`src/rtl/ext_bus_master_ctl.sv`:
```
module ext_bus_master_ctl #(
  parameter int SYNC_STAGES = 2
) (
  input  logic clk,
  input  logic rst_n,
  input  logic acc_req,
  input  logic cyc_done,
  input  logic hold_req,
  input  logic arb_en,
  input  logic grant_n,
  input  logic busy_in,
  output logic req_n,
  output logic busy_oe,
  output logic busy_out,
  output logic owned
);

  localparam int SMSB = SYNC_STAGES - 1;

  typedef enum logic [2:0] {
    S_SLAVE,
    S_WAIT_BUSY,
    S_ACTIVE,
    S_PARKED,
    S_RELEASE_HI
  } state_t;

  state_t state, state_nx;
  logic [SMSB:0] gnt_sync, bsy_sync;
  logic gnt_ok, bus_free, need;

  always_ff @(posedge clk or negedge rst_n) begin
    if (!rst_n) begin
      gnt_sync <= '0;
      bsy_sync <= '0;
    end else begin
      gnt_sync <= {gnt_sync[SMSB-1:0], ~grant_n};
      bsy_sync <= {bsy_sync[SMSB-1:0], ~busy_in};
    end
  end

  assign gnt_ok   = arb_en & gnt_sync[SMSB];
  assign bus_free = ~bsy_sync[SMSB];
  assign need     = acc_req | hold_req;

  always_comb begin
    state_nx = state;
    case (state)
      S_SLAVE:
        if (gnt_ok && need) state_nx = S_WAIT_BUSY;
      S_WAIT_BUSY:
        if (!gnt_ok) state_nx = S_SLAVE;
        else if (bus_free) state_nx = acc_req ? S_ACTIVE : S_PARKED;
      S_ACTIVE:
        if (!gnt_ok && (cyc_done || !acc_req)) state_nx = S_RELEASE_HI;
        else if (!acc_req) state_nx = S_PARKED;
      S_PARKED:
        if (!gnt_ok) state_nx = S_RELEASE_HI;
        else if (acc_req) state_nx = S_ACTIVE;
      S_RELEASE_HI:
        state_nx = S_SLAVE;
      default:
        state_nx = S_SLAVE;
    endcase
  end

  always_ff @(posedge clk or negedge rst_n) begin
    if (!rst_n) begin
      state <= S_SLAVE;
      req_n <= 1'b1;
    end else begin
      state <= state_nx;
      req_n <= ~need;
    end
  end

  assign owned    = (state == S_ACTIVE) || (state == S_PARKED);
  assign busy_oe  = owned || (state == S_RELEASE_HI);
  assign busy_out = (state == S_RELEASE_HI);

endmodule

```
`config.mk`:
```
export PLATFORM = sky130hd
export DESIGN_NAME = ext_bus_master_ctl
export DESIGN_NICKNAME = d
export VERILOG_FILES = /design/src/rtl/ext_bus_master_ctl.sv
export SDC_FILE = /design/constraint.sdc
export NUM_CORES = 1
export LEC_CHECK = 0
export BUFFER_PORTS_ARGS = -buffer_cell sky130_fd_sc_hd__buf_4
export CORE_AREA = 2 2 39 41
export CTS_BUF_LIST = sky130_fd_sc_hd__clkbuf_8
export DETAILED_ROUTE_END_ITERATION = 8
export DIE_AREA = 0 0 41 43
export PLACE_DENSITY_LB_ADDON = 0.08
export SETUP_SLACK_MARGIN = 0.3
export SLEW_MARGIN = 10
export SYNTH_ARGS = -nofsm -noshare
export SYNTH_HDL_FRONTEND = slang
export SYNTH_SLANG_ARGS = --single-unit
```
`constraint.sdc`:
```
create_clock -name clk -period 2.3 [get_ports clk]
set_input_delay 0.46 -clock clk [delete_from_list [all_inputs] [get_ports clk]]
set_output_delay 0.46 -clock clk [all_outputs]
set_load 0.005 [all_outputs]
```
* Yosys cells after proc, flatten, opt, wreduce, memory -nomap -nowiden
Cells that the tools add are included.
** Storage, ports and cells
- Output and inout port bits :: 4
- Bits of input ports :: 8
- Word-level logic and storage cells :: 35
- Register bits after elaboration :: 8
** Operators by class
- Equal/unequal tests :: 8
- Bitwise logic cells :: 5
- Muxes and demuxes :: 9
- Reduce and logical (&&, ||, !) cells :: 9
** Operator list (count)
- 3-bit 2-to-1 mux :: 7
- 3-bit case mux with 4 select lines :: 1
- 3-bit != test (second input constant) :: 3
- 3-bit by 2-bit equality test with 1-bit output (second input constant) :: 2
- 4-bit AND reduction :: 1
- 3-bit by 1-bit equality test with 1-bit output (second input constant) :: 1
- 3-bit equality test (second input constant) :: 1
- 3-bit zero test :: 1
- 1-bit logical OR :: 3
- 1-bit NOT :: 3
- 1-bit logical AND :: 2
- 1-bit zero test :: 2
- 2-bit != test (second input constant) :: 1
- 1-bit bitwise AND :: 1
- 1-bit 2-to-1 mux :: 1
- 1-bit OR :: 1

* Depth between registers and ports, before layout
- Depth after elaboration :: 5
- Depth in mapped cells :: 5
- Depth with buffers taken out :: 4

* Least setup slack after synthesis
Ideal clock, no wire load.
- Path kind :: reg2out
- Start point :: reg state[0]
- End point :: out busy_oe
- Data required time :: 1840 ps
- Cell stages (with the launch flop) :: 4
- Setup slack :: 923 ps
- Path buffers :: 1
- Data arrival time :: 917 ps
- Cell sequence :: dfrtp_1 > buf_2 > nor3b_1 > or2_2
** Between the ends
- Elaborated cells between the ends (all ways) :: 5
- Classes of those cells :: 3 x eq/ne; 2 x reduce/logical
** RTL lines
- from (decl) :: line 28 : state_t state, state_nx;
- from (signal assigned) :: line 72 : state <= state_nx;
- 3-bit equality test
- via busy_out :: line 14 : output logic busy_out,
- 1-bit logical OR :: line 78 : assign busy_oe = owned || (state == S_RELEASE_HI);
- to (decl) :: line 13 : output logic busy_oe,
The timed path passes the listed nets, and every way through them passes these cells.

* Worst setup path in the final report
- Start point :: reg state[1]
- End point :: out busy_oe
** Between the ends
- Word-level cells in the longest chain between the ends :: 3
- Elaborated cells between the ends (all ways) :: 5
- Classes of those cells :: 3 x eq/ne; 2 x reduce/logical
** RTL lines
- 3-bit by 2-bit equality test with 1-bit output :: line 77 : assign owned = (state == S_ACTIVE) || (state == S_PARKED);
- 1-bit logical OR :: line 77
- 1-bit logical OR (*) :: line 78
Mark *: on every way between the ends. The rest lies on a longest branch, timed or not.

==> results.cfg <==
[min_path]
min-delay-path-class = in -> async

[die]
start_util_pct = 26.40
design.core.area_sq_um = 1384
fp.dieH_um = 43
dieArea_sq_um = 1763
num_rows = 14
ioPinCount = 12
die-width_um = 41

[layout]
drive_above_1_share_pct = 32.65
antenna_cells = 0
area_growth_pct = 39.04
fin_util_pct = 36.71
fillers = 149
instances_no_fill = 65
nNetsFinal = 58
stdcell_area_sq_um = 508.0

[clock_tree]
cts_sinks = 8
htree_levels = 1
path_clk_slew_ns = 0.04
worstSkewPairLatency_ns = 0.23
clockBufferDepth = 2
post_cts_buffers = 0
cts_resized = 0
cts_tree = built
numCtsBuffers = 3
cts_hold_buffers = 0
cts-root-buf = clkbuf_8

[pwr]
power_density_nw_per_um2 = 993.8
total_power_mw = 0.5048
leakagePower_nw = 0.2560
ir_drop_mv = 0.3623

[place]
dpl_cell_area_sq_um = 462.9
hpwl_um = 547.1
place_congestion = 0.6880
placed_cells = 61
numPortBuffers = 11

[critical_path]
crit_fanout = 6
endpoint_kind = primary output
worstPathRequired_ns = 1.84
startpoint_type = flip-flop
critPathArrivalTime_ns = 1.28
crit_type = reg -> out

[routing]
avgRoutedWirePerCell_um = 10.68
firstDrtPassIters = 3
via_count = 295
drcViolationCount = 0
drt-initial-drc-count = 4
routed_wl_um = 694
routed_via_density = 4.538
antenna_left = 0

[timing]
grt_setup_unrepaired = no
hold_viol_final = 0
max_slew_margin_pct = 82.77
final.setup.tns_ns = 0
tightest_slew_ns = 0.2585
fmax_mhz = 573.9
setup_viol = 0
slew_violations = 0
skew_ns = 0.003938
final_min_period_over_clock_period_pct = 75.76
fin_crit_ns = 1.742

[status]
outcome = finished clean

[yosys]
synth_nets = 43
synth.largest_area_cell = dfrtp_1
synth_seq_cells = 8
synth_cells = 35
yosys_warnings = 0
syn_avg_cell_area_sq_um = 10.44
synthDistinctLibCells = 21
synth_top_area_share_pct = 47.95
synth-edff-count = 0
yosysMostFrequentCell = dfrtp_1
synthFlopType = dfrtp_1
yosysSeqAreaShare_pct = 55.14
synth_area_leaders = dfrtp_1 48%, dfstp_2 7.2%, a21oi_1 4.1%, nand3_1 4.1%, nand2b_1 3.4%
async_reset_ff_share_pct = 100.0
netlist_area_sq_um = 365.4
synthTopCellsByCount = 7 x dfrtp_1, 3 x a21oi_1, 3 x nand3_1, 3 x nor2_1

[run]
cap_violations = 0

[global_routing]
grt_usage_pct = 9.929
grt_overflow = 0
grt_pass1_wl_um = 1117
grt_pass1_vias = 277
grt_max_degree = 10
antenna_found_initial = 0
-- sequential cells by signal, summed over array words and instances (netlist names) --
name / cells
state: 3
bsy_sync: 2
req_n: 1
gnt_sync: 2
-- worst max-delay path, cell delays in order (launching register included) --
cell,delay [ns]
dfrtp_1,0.42
and2b_1,0.21
or2_2,0.29
buf_4,0.13
-- area by class of cell --
| class | instances | area, sq um | area share [%] |
|---|---|---|---|
| inverters | 2 | 7.507 | 1.478 |
| clock buffers | 3 | 41.29 | 8.128 |
| flip-flops and latches | 8 | 201.4 | 39.66 |
| multi-input cells | 24 | 151.4 | 29.80 |
| well taps | 16 | 20.02 | 3.941 |
| clock inverters | 1 | 3.754 | 0.7389 |
| repair buffers | 11 | 82.58 | 16.26 |
-- stage by stage --
stage	setup WS, ns	hold WS [ns]
2_1_floorplan	0.9232	0.1644
3_3_place_gp	0.7933	0.2813
3_5_place_dp	0.7742	0.2847
4_1_cts	0.5509	0.03747
5_1_grt	0.4778	0.03875
6_report	0.5575	0.04319
-- cell usage in the layout, fill, tap and decap left out, types with 2 or more instances in the layout --
cell type and n:
a21oi_1 3, buf_4 11, clkbuf_8 3, nand3_1 3, nand2b_1 2, inv_1 3
dfrtp_1 7, nor2_1 3
-- power by group --
| part | internal, mW | switching, mW | leakage (nW) | total, mW |
|---|---|---|---|---|
| logic | 0.0833 | 0.0547 | 0.134 | 0.138 |
| registers | 0.165 | 0.0340 | 0.0956 | 0.199 |
| clock network | 0.115 | 0.0527 | 0.0269 | 0.168 |
| total | 0.363 | 0.141 | 0.256 | 0.505 |
-- worst paths after layout --
check / end / from / cells after the start / slack (ns)
max: busy_oe / state[1] / 3 / 0.56
min reg2reg: gnt_sync[1] / gnt_sync[0] / 0 / 0.34
min in group clk: gnt_sync[1] / gnt_sync[0] / 0 / 0.34
min: bsy_sync[0] / rst_n / 1 / 0.04
max in group asynchronous: req_n / rst_n / 1 / 2.04
max reg2reg: state[0] / gnt_sync[1] / 4 / 0.93
-- kinds of logic after synthesis --
| kind of cell | count (synthesis) | synth area share, % |
|---|---|---|
| flops | 8 | 55.14 |
| compound gates | 9 | 16.10 |
| buf+inv | 3 | 3.424 |
| mux | 2 | 5.822 |
| simple gates | 13 | 19.52 |
-- layer usage --
layer	track usage (%)	vias up	wire, um	share of wire [%]
met3	3.141	0	39	5.6
met2	14.37	6	371	53
li1	-	149	-	-
met5	0	-	0	0
met4	8.000	0	0	0
met1	11.26	140	283	41
Note: power is estimated with default switching activity, not from simulation.
